--- src/rtl/idsel_pkg.sv ---
package idsel_pkg;
    localparam int ID_BYTES = 4;
    localparam int IDX_W    = $clog2(ID_BYTES);

    typedef enum logic [2:0] {
        ST_IDLE,
        ST_MATCH,
        ST_SMASK,
        ST_SID,
        ST_SEL_W,
        ST_SEL_R,
        ST_DROP
    } sel_state_e;
endpackage

--- src/rtl/idsel_addr_dec.sv ---
module idsel_addr_dec #(
    parameter logic [6:0] WR_ADDR = 7'h2A,
    parameter logic [6:0] RD_ADDR = 7'h2B
) (
    input  logic [7:0] addr_byte,
    output logic       wr_hit,
    output logic       rd_hit
);
    always_comb begin
        wr_hit = (addr_byte[7:1] == WR_ADDR) && !addr_byte[0];
        rd_hit = (addr_byte[7:1] == RD_ADDR) &&  addr_byte[0];
    end
endmodule

--- src/rtl/idsel_byte_cmp.sv ---
module idsel_byte_cmp #(
    parameter int W = 8
) (
    input  logic [W-1:0] a,
    input  logic [W-1:0] b,
    input  logic [W-1:0] care,
    output logic         hit
);
    always_comb hit = ((a ^ b) & care) == '0;
endmodule

--- src/rtl/idsel_target.sv ---
module idsel_target #(
    parameter logic [31:0] DEV_ID  = 32'hA53C_0F71,
    parameter logic [6:0]  WR_ADDR = 7'h2A,
    parameter logic [6:0]  RD_ADDR = 7'h2B
) (
    input  logic       clk,
    input  logic       rst_n,
    input  logic       ev_start,
    input  logic       ev_stop,
    input  logic       ev_addr,
    input  logic       ev_data,
    input  logic [7:0] rx_byte,
    output logic       ack_vld,
    output logic       ack,
    output logic       selected,
    output logic       rd_en
);
    import idsel_pkg::*;

    localparam int IDW = 8 * ID_BYTES;
    localparam logic [IDX_W-1:0] LAST = IDX_W'(ID_BYTES - 1);

    typedef struct packed {
        sel_state_e       state;
        logic [IDX_W-1:0] idx;
        logic [IDW-1:0]   mask;
        logic             match;
        logic             perm;
        logic             ack_vld;
        logic             ack;
    } regs_t;

    regs_t q, d;

    logic       wr_hit, rd_hit, byte_hit;
    logic [7:0] id_byte, care_byte;

    idsel_addr_dec #(.WR_ADDR(WR_ADDR), .RD_ADDR(RD_ADDR)) u_dec (
        .addr_byte(rx_byte),
        .wr_hit   (wr_hit),
        .rd_hit   (rd_hit)
    );

    // Byte of the identity and of the mask at the current position, MSB first.
    always_comb begin
        id_byte   = DEV_ID[8*(ID_BYTES-1-int'(q.idx)) +: 8];
        care_byte = (q.state == ST_SID) ? q.mask[8*(ID_BYTES-1-int'(q.idx)) +: 8] : 8'hFF;
    end

    idsel_byte_cmp #(.W(8)) u_cmp (
        .a   (rx_byte),
        .b   (id_byte),
        .care(care_byte),
        .hit (byte_hit)
    );

    always_comb begin
        d         = q;
        d.ack_vld = 1'b0;
        d.ack     = 1'b0;
        if (ev_start || ev_stop) begin
            d.state = ST_IDLE;
            d.idx   = '0;
        end else if (ev_addr) begin
            d.ack_vld = 1'b1;
            d.idx     = '0;
            if (wr_hit) begin
                d.state = ST_MATCH;
                d.ack   = 1'b1;
                d.perm  = 1'b0;
                d.match = 1'b1;
            end else if (rd_hit && q.perm) begin
                d.state = ST_SEL_R;
                d.ack   = 1'b1;
            end else begin
                d.state = ST_DROP;
            end
        end else if (ev_data) begin
            d.ack_vld = 1'b1;
            unique case (q.state)
                ST_MATCH: begin
                    if (q.idx == '0 && rx_byte == 8'hFF) begin
                        d.state = ST_SMASK;
                        d.ack   = 1'b1;
                    end else if (byte_hit) begin
                        d.ack = 1'b1;
                        if (q.idx == LAST) begin
                            d.state = ST_SEL_W;
                            d.perm  = 1'b1;
                            d.idx   = '0;
                        end else begin
                            d.idx = q.idx + 1'b1;
                        end
                    end else begin
                        d.state = ST_DROP;
                    end
                end
                ST_SMASK: begin
                    d.ack  = 1'b1;
                    d.mask = {q.mask[IDW-9:0], rx_byte};
                    if (q.idx == LAST) begin
                        d.state = ST_SID;
                        d.idx   = '0;
                        d.match = 1'b1;
                    end else begin
                        d.idx = q.idx + 1'b1;
                    end
                end
                ST_SID: begin
                    if (q.idx == LAST) begin
                        d.ack   = q.match && byte_hit;
                        d.state = (q.match && byte_hit) ? ST_SEL_W : ST_DROP;
                        d.idx   = '0;
                    end else begin
                        d.ack   = 1'b1;
                        d.match = q.match && byte_hit;
                        d.idx   = q.idx + 1'b1;
                    end
                end
                ST_SEL_W, ST_SEL_R: d.ack = 1'b1;
                default:            d.ack = 1'b0;
            endcase
        end
    end

    always_ff @(posedge clk) begin
        if (!rst_n) begin
            q.state   <= ST_IDLE;
            q.idx     <= '0;
            q.mask    <= '0;
            q.match   <= 1'b0;
            q.perm    <= 1'b0;
            q.ack_vld <= 1'b0;
            q.ack     <= 1'b0;
        end else begin
            q <= d;
        end
    end

    assign ack_vld  = q.ack_vld;
    assign ack      = q.ack;
    assign selected = (q.state == ST_SEL_W) || (q.state == ST_SEL_R);
    assign rd_en    = (q.state == ST_SEL_R);

    // a decision only follows a byte event
    a_r2_vld_after_event: assert property (@(posedge clk) disable iff (!rst_n)
        ack_vld |-> $past(ev_addr || ev_data));
    // read enable can only appear on an address byte
    a_r6_rd_from_addr: assert property (@(posedge clk) disable iff (!rst_n)
        $rose(rd_en) |-> $past(ev_addr));
    // STOP always deselects
    a_r11_stop_deselects: assert property (@(posedge clk) disable iff (!rst_n)
        (ev_stop && !ev_start) |=> (!selected && !rd_en));
    // a dropped device NACKs data
    a_r5_drop_nacks: assert property (@(posedge clk) disable iff (!rst_n)
        (q.state == ST_DROP && ev_data && !ev_addr && !ev_start && !ev_stop) |=> !ack);
    // read permission is granted only by a data byte
    a_r10_perm_from_data: assert property (@(posedge clk) disable iff (!rst_n)
        $rose(q.perm) |-> $past(ev_data));
    // becoming selected always comes with an ACK
    a_r4_sel_with_ack: assert property (@(posedge clk) disable iff (!rst_n)
        $rose(selected) |-> (ack && ack_vld));
endmodule

--- config.mk ---
export PLATFORM = sky130hd
export DESIGN_NAME = idsel_target
export DESIGN_NICKNAME = d
export VERILOG_FILES = /design/src/rtl/idsel_pkg.sv /design/src/rtl/idsel_addr_dec.sv /design/src/rtl/idsel_byte_cmp.sv /design/src/rtl/idsel_target.sv
export SDC_FILE = /design/constraint.sdc
export NUM_CORES = 1
export LEC_CHECK = 0
export ABC_AREA = 1
export BUFFER_PORTS_ARGS = -buffer_cell sky130_fd_sc_hd__buf_2
export CORE_MARGIN = 3
export CORE_UTILIZATION = 35
export DETAILED_ROUTE_END_ITERATION = 7
export GPL_ROUTABILITY_DRIVEN = 0
export GPL_TIMING_DRIVEN = 0
export PLACE_DENSITY_LB_ADDON = 0.05
export SYNTH_ARGS = -nofsm -noshare
export SYNTH_HDL_FRONTEND = slang
export SYNTH_SLANG_ARGS = --single-unit
--- constraint.sdc ---
create_clock -name clk -period 2.1 [get_ports clk]
set_clock_uncertainty 0.1 [all_clocks]
set_input_delay 0.42 -clock clk [delete_from_list [all_inputs] [get_ports clk]]
set_output_delay 0.42 -clock clk [all_outputs]
set_load 0.05 [all_outputs]
* After elaboration in Yosys (flattened, before gate mapping)
Index checks and enable logic that the tools add are counted. Widths: inputs -> output; s select.
Operators by class: reductions and logical operators 25, $add $sub $neg 2, muxes and demuxes 30, eq/ne operators 17, shifts and indexed selects 2, bitwise operators 5
Operators with widths (count):
- $mux 41 | 1
- $mux 32 | 1
- $shiftx 32x6->8 | 1
- $shiftx 32x6->8 const A | 1
- $mux 3 | 6
- $pmux 5 s3 | 1
- $eq 7x6->1 const B | 2
- $mux 2 | 6
- $mux 1 | 10
- $and 8x8->8 | 1
- $eq 8x8->1 const B | 1
- $logic_not 8->1 | 1
- $mux 8 | 1
- $reduce_and 4->1 | 2
- $reduce_bool 2->1 | 4
- $xor 8x8->8 | 1
- $reduce_and 7->1 | 1
- $eq 3x2->1 const B | 2
- $eq 3x3->1 const B | 2
- $ne 2x2->1 const B | 3
- $ne 3x3->1 const B | 2
- $reduce_and 6->1 | 1
- $reduce_bool 3->1 | 2
- $reduce_or 3->1 | 2
- other kinds (19) | 26
Storage, ports and cells: bits in registers 41

* Depth between registers and ports, before layout
Gate-level depths: netlist of the first run.
word-level depth 11, mapped depth 16, gate-level depth less buffers 15

* Hierarchy
From an unflattened synthesis of the first run, not the netlist that was laid out.
Unflattened totals: cells, all modules 369, area total of the unflattened synthesis 2354.8 sq um
By module, submodules not included:
- idsel_target | area each 2147.1 sq um, cells each 316, sequential area each 820.8 sq um, instances 1
- idsel_byte_cmp | area each 162.7 sq um, cells each 42, sequential area each 0.0 sq um, instances 1
- idsel_addr_dec | area each 45.0 sq um, cells each 11, sequential area each 0.0 sq um, instances 1

* Least setup slack after synthesis of the first run
OpenSTA, ideal clock, no wires.
kind register to register, start point register q[37] (netlist bit), end point register q[39] (netlist bit), data required time 1.881 ns, setup time 0.119 ns, path slack 0.054 ns, cell stages (with the launch flop) 15, clock period less this slack 2.046 ns, arrival time 1.827 ns, cell sequence dfxtp_1 > buf_2 > inv_2 > ha_1 > xor2_1 > nand2_1 > nand2_1 > nor2_4 > nand3_2 > nand3_2 > nand2_2 > inv_2 > nor2_1 > nor2_1 > nor2_1
On the way: longest elaborated chain between the ends 11, elaborated cells on any way between the ends 22
Ends and longest elaborated chain:
- from (decl) | line idsel_target.sv:33 | regs_t q, d;
- $sub 2x2->3 | line idsel_target.sv:46, idsel_target.sv:47
- $shiftx 32x6->8 (on tied branches) | line idsel_target.sv:46, idsel_target.sv:47
- $xor 8x8->8 / $mux 8 (equally long branches) | line idsel_byte_cmp.sv:9, idsel_target.sv:47
- $and 8x8->8 | line idsel_byte_cmp.sv:9 | always_comb hit = ((a ^ b) & care) == '0;
- $logic_not 8->1 | line idsel_byte_cmp.sv:9
- $logic_and 1x1->1 | line idsel_target.sv:112 | d.state = (q.match && byte_hit) ? ST_SEL_W : ST_DROP;
- $mux 2 | line idsel_target.sv:112
- $mux 3 | line idsel_target.sv:110 | if (q.idx == LAST) begin
- $pmux 5 s3 | line idsel_target.sv:80 | unique case (q.state)
- $mux 41 | line idsel_target.sv:78 | end else if (ev_data) begin
- $mux 5 | line idsel_target.sv:64 | end else if (ev_addr) begin
Parallel ways exist; a longest one is shown, timed or not. The select of a mux whose other input is x is not followed. A chain may end at the register's enable or synchronous reset.

* Worst setup path after layout of the first run
start point register q[40] (netlist bit), end point register q[39] (netlist bit)
On the way: longest elaborated chain between the ends 10, elaborated cells on any way between the ends 19
Ends and longest elaborated chain:
- $eq 3x2->1 | line idsel_target.sv:47, idsel_target.sv:80
- $mux 8 | line idsel_target.sv:47 | care_byte = (q.state == ST_SID) ? q.mask[8*(ID_BYTES-1-int'(q.idx)) +: 8] : 8'hFF;
- $and 8x8->8 | line idsel_byte_cmp.sv:9
- $logic_not 8->1 | line idsel_byte_cmp.sv:9
- $logic_and 1x1->1 | line idsel_target.sv:112
- $mux 2 | line idsel_target.sv:112
- $mux 3 | line idsel_target.sv:110
- $pmux 5 s3 | line idsel_target.sv:80
- $mux 41 | line idsel_target.sv:78
- $mux 5 | line idsel_target.sv:64
Parallel ways exist; a longest one is shown, timed or not. The select of a mux whose other input is x is not followed.

==> impl_metrics.yaml, run 1 <==
cells_and_area:
  drive_above_1_share: 0.162
  areaGrowthSynthToFinish_pct: 18.6
  nFillCells: 678
  final_nets: 390
  postLayoutCoreUtil: 0.440
  multi_input_area_mm2: 0.00125
  n_antenna_cell: 0
  ff_latch_area_um2: 831
power_and_ir_drop:
  powerDensity_mw_per_mm2: 590
  power_switching_mw: 0.378
  p_leak_nw: 1.14
  switching_share: 0.239
  p_total_mw: 1.58
  clock_power_share: 0.434
  p_int_mw: 1.20
  ir_drop_v: 0.000469
  power_frac_seq: 0.495
  combinationalPowerShare: 0.071
yosys:
  synth_common_cells: "nand2_1, nor2_1, dfxtp_1, inv_1, o21ai_0"
  ys_types: 29
  syn-cell-area_mm2: 0.00226
  avgSynthCellArea_um2: 6.62
  ys_seq_area_frac: 0.363
  synthTopCellsByArea: "dfxtp_1, nand2_1, o21ai_0, a21oi_1, nor2_1"
  synthCells: 342
  synth_most_common_cell: "nand2_1"
  ys.flop_type: "dfxtp_1"
  synth_seq_cells: 41
  yosysWarnings: 0
  synth_top_area_share: 0.363
  async_flop_share: 0
  yosys.area.top_type: "dfxtp_1"
  synth_edf_count: 0
  synth_fp_nets: 362
routing:
  first_pass_iters: 4
  drt_iter0_drc: 79
  drc: 0
  wire_per_inst_um: 13.8
  dr_total_vias: 2227
  wirelength_um: 6150
  drtAntennaViolNets: 0
  drt-vias-per-instance: 4.99
timing:
  finalHoldViolations: 0
  max_freq_mhz: 510
  fin_crit_ns: 1.96
  setup_viol: 0
  maxSlewViolCount: 0
  setup-tns-final_ns: 0
  worstMarginPinSlew_ns: 0.435
  final.period_utilization: 0.933
  slew_headroom: 0.710
  hold_slack_ns: 0.298
  grt_setup_unrepaired: "true"
clock_network:
  clk_pin_slew_worst_paths_ns: 0.09
  cts.sinks: 41
  clk_path_buf_depth: 2
  clkLatencyLatePin_ns: 0.30
  cts_tree: "built"
  cts-htree-levels: 2
  cts-root-buf: "clkbuf_8"
  numCtsBuffers: 5
worst_setup_path:
  critPathSlowestCell: "dfxtp_1"
  critPathMaxStageDelay_ns: 0.34
  cp_max_fo: 10
  crit_arrival_ns: 2.05
  path_cells: "inv_2 -> nand2_4 -> nor2_4 -> buf_12 -> nand3_1 -> nand2_1 -> nand2_1 -> nor2_4 -> nand3_2 -> nand3_2 -> nand2_2 -> inv_2 -> nor2_1 -> nor2_1 -> nor2_1"
  cpMostUsedCell: "nor2_1"
  start_kind: "flip-flop"
  path_buf_inv: 3
  crit_family: "simple AND/OR/NAND/NOR gates"
  worstSetupEndpointType: "flip-flop"
  cp.required_ns: 2.19
  path_class: "flip-flop to flip-flop"
floorplanning:
  die_area_mm2: 0.00747
  fp-row-count: 28
  die_x_um: 86.4
  die_y_um: 86.4
  ios: 18
  design.core.area_mm2: 0.00610
  start_util: 0.371
outcome:
  outcome: "complete, no violations"
worst_hold_path:
  hp-class: "primary input to flip-flop"
run:
  drv_cap: 0
place:
  dp_hpwl_um: 4500
  portBuffers: 16
grt:
  gr-total-overflow: 0
  grt_pass1_wl_um: 10300
  grt_max_degree: 14
  grt_use_total: 0.173
  antenna_found_initial: 0
  grt_pass1_vias: 2144
[per-stage QoR]
stage	instances	cell area, µm²	worst slack (ns)
final	446	2680	0.140
after global routing	446	2680	-0.0302
after CTS	441	2590	0.0221
after detailed placement	433	2440	-0.313
after global placement	433	2440	-0.345
after floorplan	342	2260	0.0543
[sequential cells by signal, indices dropped and copies added (netlist names)]
signal   flops
ack          1
q           39
ack_vld      1
[final timing paths]
check / start / to / slack, ns / cells past startpoint
worst min register to register: q[2] / q[2] / 0.36 / 2
worst min-delay path: ev_data / ack_vld / 0.30 / 3
worst max-delay path: q[40] / q[39] / 0.14 / 15
worst max register to register: q[40] / q[39] / 0.14 / 15
[per-layer routing]
metal,vias to the layer above,GRT usage,routed length [µm]
met1,1023,0.225,2970
met2,36,0.291,2920
li1,1163,-,-
met5,-,0,0
met3,5,0.0342,210
met4,0,0.0496,56
[power by group through the flow]
stage | logic (mW) | registers [mW] | clock network, mW
floorplan | 0.0666 | 0.806 | 0
global route | 0.127 | 0.784 | 0.735
CTS | 0.112 | 0.786 | 0.703
detailed placement | 0.110 | 0.804 | 0
global placement | 0.111 | 0.804 | 0
finish | 0.113 | 0.783 | 0.686
[cells by family (layout without fill, tap and decap cells)]
logic type / count (synthesis) / after routing / share of synthesized area
simple gates: 158 / 158 / 0.307
compound gates: 76 / 76 / 0.172
buf+inv: 54 / 83 / 0.0973
flops: 41 / 41 / 0.363
xor+xnor: 7 / 7 / 0.0271
fa+ha+maj: 6 / 6 / 0.0332
[placed cells by master, fill, tap and decap left out, types with 2 or more instances in the layout]
cell type,n
buf_12,3
nand2_1,70
nand3_1,23
clkbuf_2,5
ha_1,5
buf_2,18
nor2_1,43
buf_4,5
nand3_2,2
dfxtp_2,2
nor3_1,3
a21oi_1,35
nand4_1,5
inv_1,36
inv_2,2
nand2_2,4
xor2_1,4
nor2_4,3
clkbuf_8,6
xnor2_1,3
o21ai_1,4
dfxtp_1,37
o21ai_0,34
dfxtp_4,2
clkbuf_1,3
[worst min-delay path: cells and delay by family]
kind | cells | cell delay (ns)
buffers and inverters | 1 | 0.11
AND/OR/NAND/NOR | 2 | 0.14
[repair_timing]
item | 4_1_cts | 5_1_grt
setup endpoints to repair | 33 | 38
resized for setup | 7 | 28
endpoints found under the hold margin | 0 | 0
hold buffers | 0 | 0
pin swaps | 0 | 6
buffers inserted | 0 | 5
[final cells by class]
type / count / area share
well taps: 75 / 0.0350
plain buffers: 14 / 0.0373
clock buffers: 6 / 0.0308
clock inverters: 2 / 0.0140
repair buffers: 21 / 0.0476
inverters: 40 / 0.0597
flip-flops and latches: 41 / 0.310
multi-input cells: 247 / 0.466
(Power assumes the default switching activity.)
==> run 2: changes to the inputs <==
--- a/config.mk
+++ b/config.mk
@@ -9,10 +9,12 @@
 export BUFFER_PORTS_ARGS = -buffer_cell sky130_fd_sc_hd__buf_2
 export CORE_MARGIN = 3
 export CORE_UTILIZATION = 35
+export CTS_BUF_LIST = sky130_fd_sc_hd__clkbuf_16
 export DETAILED_ROUTE_END_ITERATION = 7
 export GPL_ROUTABILITY_DRIVEN = 0
 export GPL_TIMING_DRIVEN = 0
 export PLACE_DENSITY_LB_ADDON = 0.05
+export SETUP_SLACK_MARGIN = 0.05
 export SYNTH_ARGS = -nofsm -noshare
 export SYNTH_HDL_FRONTEND = slang
 export SYNTH_SLANG_ARGS = --single-unit
==> impl_metrics.yaml, run 2 (synthesis results as in run 1) <==
timing:
  maxSlewViolCount: 0
  setup_viol: 0
  slew_headroom: 0.704
  final.period_utilization: 0.930
  fin_crit_ns: 1.95
  finalHoldViolations: 0
  grt_setup_unrepaired: "true"
  max_freq_mhz: 512
  worstMarginPinSlew_ns: 0.444
cells_and_area:
  final_cell_mix: "nand2_1, nor2_1, dfxtp_1, inv_1, a21oi_1"
  nFillCells: 671
  design_area_mm2: 0.00277
  final_common_cell: "nand2_1"
  final_nets: 391
  postLayoutCoreUtil: 0.454
  n_antenna_cell: 0
  largest-register: "q"
  drive_above_1_share: 0.172
  areaGrowthSynthToFinish_pct: 22.2
  reg.largest.list: "q (39), ack (1), ack_vld (1)"
  largest_reg_flops: 39
  layout.cells.non_filler: 447
worst_hold_path:
  min_path_cells: 3
  hp-class: "primary input to flip-flop"
  hold_end: "ack_vld"
  hp-start: "ev_data"
routing:
  drtAntennaViolNets: 0
  dr_total_vias: 2227
  wirelength_um: 6150
  drt_iter0_drc: 103
  wire_per_inst_um: 13.8
  first_pass_iters: 4
  drt-vias-per-instance: 4.98
  met3_length_um: 266
  detail_route.wirelength.met1_um: 2990
  top_layer_used: "met4"
  drc: 0
  wl_met2_um: 2840
clock_network:
  clk_path_buf_depth: 2
  clk_pin_slew_worst_paths_ns: 0.06
  cts-htree-levels: 2
  cts-root-buf: "clkbuf_16"
  cts_hold_buf: 0
  clkLatencyLatePin_ns: 0.28
  cts.sinks: 41
  numCtsBuffers: 5
  cts_tree: "built"
worst_setup_path:
  cp.required_ns: 2.16
  cp-startpoint: "q[36]"
  cp_max_fo: 9
  rr_worst_depth: 14
  rrSetupSlack_ns: 0.15
  path_class: "flip-flop to flip-flop"
  crit_arrival_ns: 2.02
  reg2reg_from: "q[36]"
  start_kind: "flip-flop"
  timing.rr.end: "q[39]"
  worstSetupEndpointType: "flip-flop"
run:
  drv_cap: 0
floorplanning:
  die_area_mm2: 0.00747
  design.core.area_mm2: 0.00610
  die_y_um: 86.4
  die_x_um: 86.4
  fp-row-count: 28
  start_util: 0.371
  ios: 18
place:
  placed_area_mm2: 0.00244
  dp_hpwl_um: 4500
  portBuffers: 16
  placed_cells: 433
grt:
  grt_max_degree: 14
  antenna_found_initial: 0
  grt_pass1_vias: 2180
  gr-total-overflow: 0
  grt_use_total: 0.174
  grt_pass1_wl_um: 10400
power_and_ir_drop:
  powerDensity_mw_per_mm2: 642
  p_leak_nw: 1.17
  p_total_mw: 1.77
  ir_drop_v: 0.000474
outcome:
  outcome: "complete, no violations"
[run 2: cell count changes in the layout (fill, tap and decap cells not counted), moves of 2 or more]
cell / delta
clkbuf_8: -6
o21ai_1: -2
o21ai_2: +2
clkbuf_16: +5
[run 2: where the power goes]
| group | switching, mW | internal, mW | leakage [nW] | total [mW] |
|---|---|---|---|---|
| logic | 0.0764 | 0.0378 | 0.755 | 0.114 |
| clock network | 0.319 | 0.557 | 0.0775 | 0.876 |
| registers | 0.00345 | 0.781 | 0.333 | 0.784 |
| total | 0.399 | 1.38 | 1.17 | 1.77 |
[run 2: per-stage QoR]
| step | hold slack, ns | TNS (ns) | worst slack [ns] |
|---|---|---|---|
| after floorplan | 0.326 | 0 | 0.0543 |
| after global placement | 0.355 | -9.42 | -0.345 |
| after detailed placement | 0.353 | -7.52 | -0.313 |
| after CTS | 0.320 | 0 | 0.0477 |
| after global routing | 0.326 | -0.0321 | -0.0321 |
| final | 0.321 | 0 | 0.147 |
[run 2: layout make-up]
cell class              count  area, µm²  area share
plain buffers              14        100      0.0362
multi-input cells         247       1260       0.457
well taps                  75       93.8      0.0339
repair buffers             22        150      0.0543
clock inverters             3       41.3      0.0149
flip-flops and latches     41        831       0.300
clock buffers               5        125      0.0452
inverters                  40        160      0.0579
[run 2: routing by layer]
| metal | track usage | up-vias |
|---|---|---|
| met5 | 0 | - |
| met4 | 0.0496 | 0 |
| met3 | 0.0409 | 4 |
| met2 | 0.290 | 44 |
| met1 | 0.224 | 1016 |
| li1 | - | 1163 |
[run 2: what timing repair did]
| item | in CTS | in global routing |
|---|---|---|
| setup endpoints to repair | 39 | 39 |
| pin swaps | 0 | 7 |
| setup buffers | 0 | 6 |
| resized for setup | 10 | 29 |
[run 2: how the worst max path moves through the flow]
stage	to	slack, ns
floorplan	q[39]	0.05
global placement	q[39]	-0.35
detailed placement	q[39]	-0.31
CTS	q[39]	0.05
global route	q[39]	-0.03
finish	q[39]	0.15
[run 2: worst max-delay path, cell delays in order, from the launching register on]
cell	delay, ns
dfxtp_4	0.40
inv_4	0.05
buf_12	0.14
ha_4	0.22
xor2_1	0.15
nand2_1	0.07
nand2_2	0.06
nor2_4	0.13
nand3_2	0.10
nand3_2	0.10
nand2_2	0.07
inv_2	0.07
nor2_1	0.04
nor2_1	0.08
nor2_1	0.04
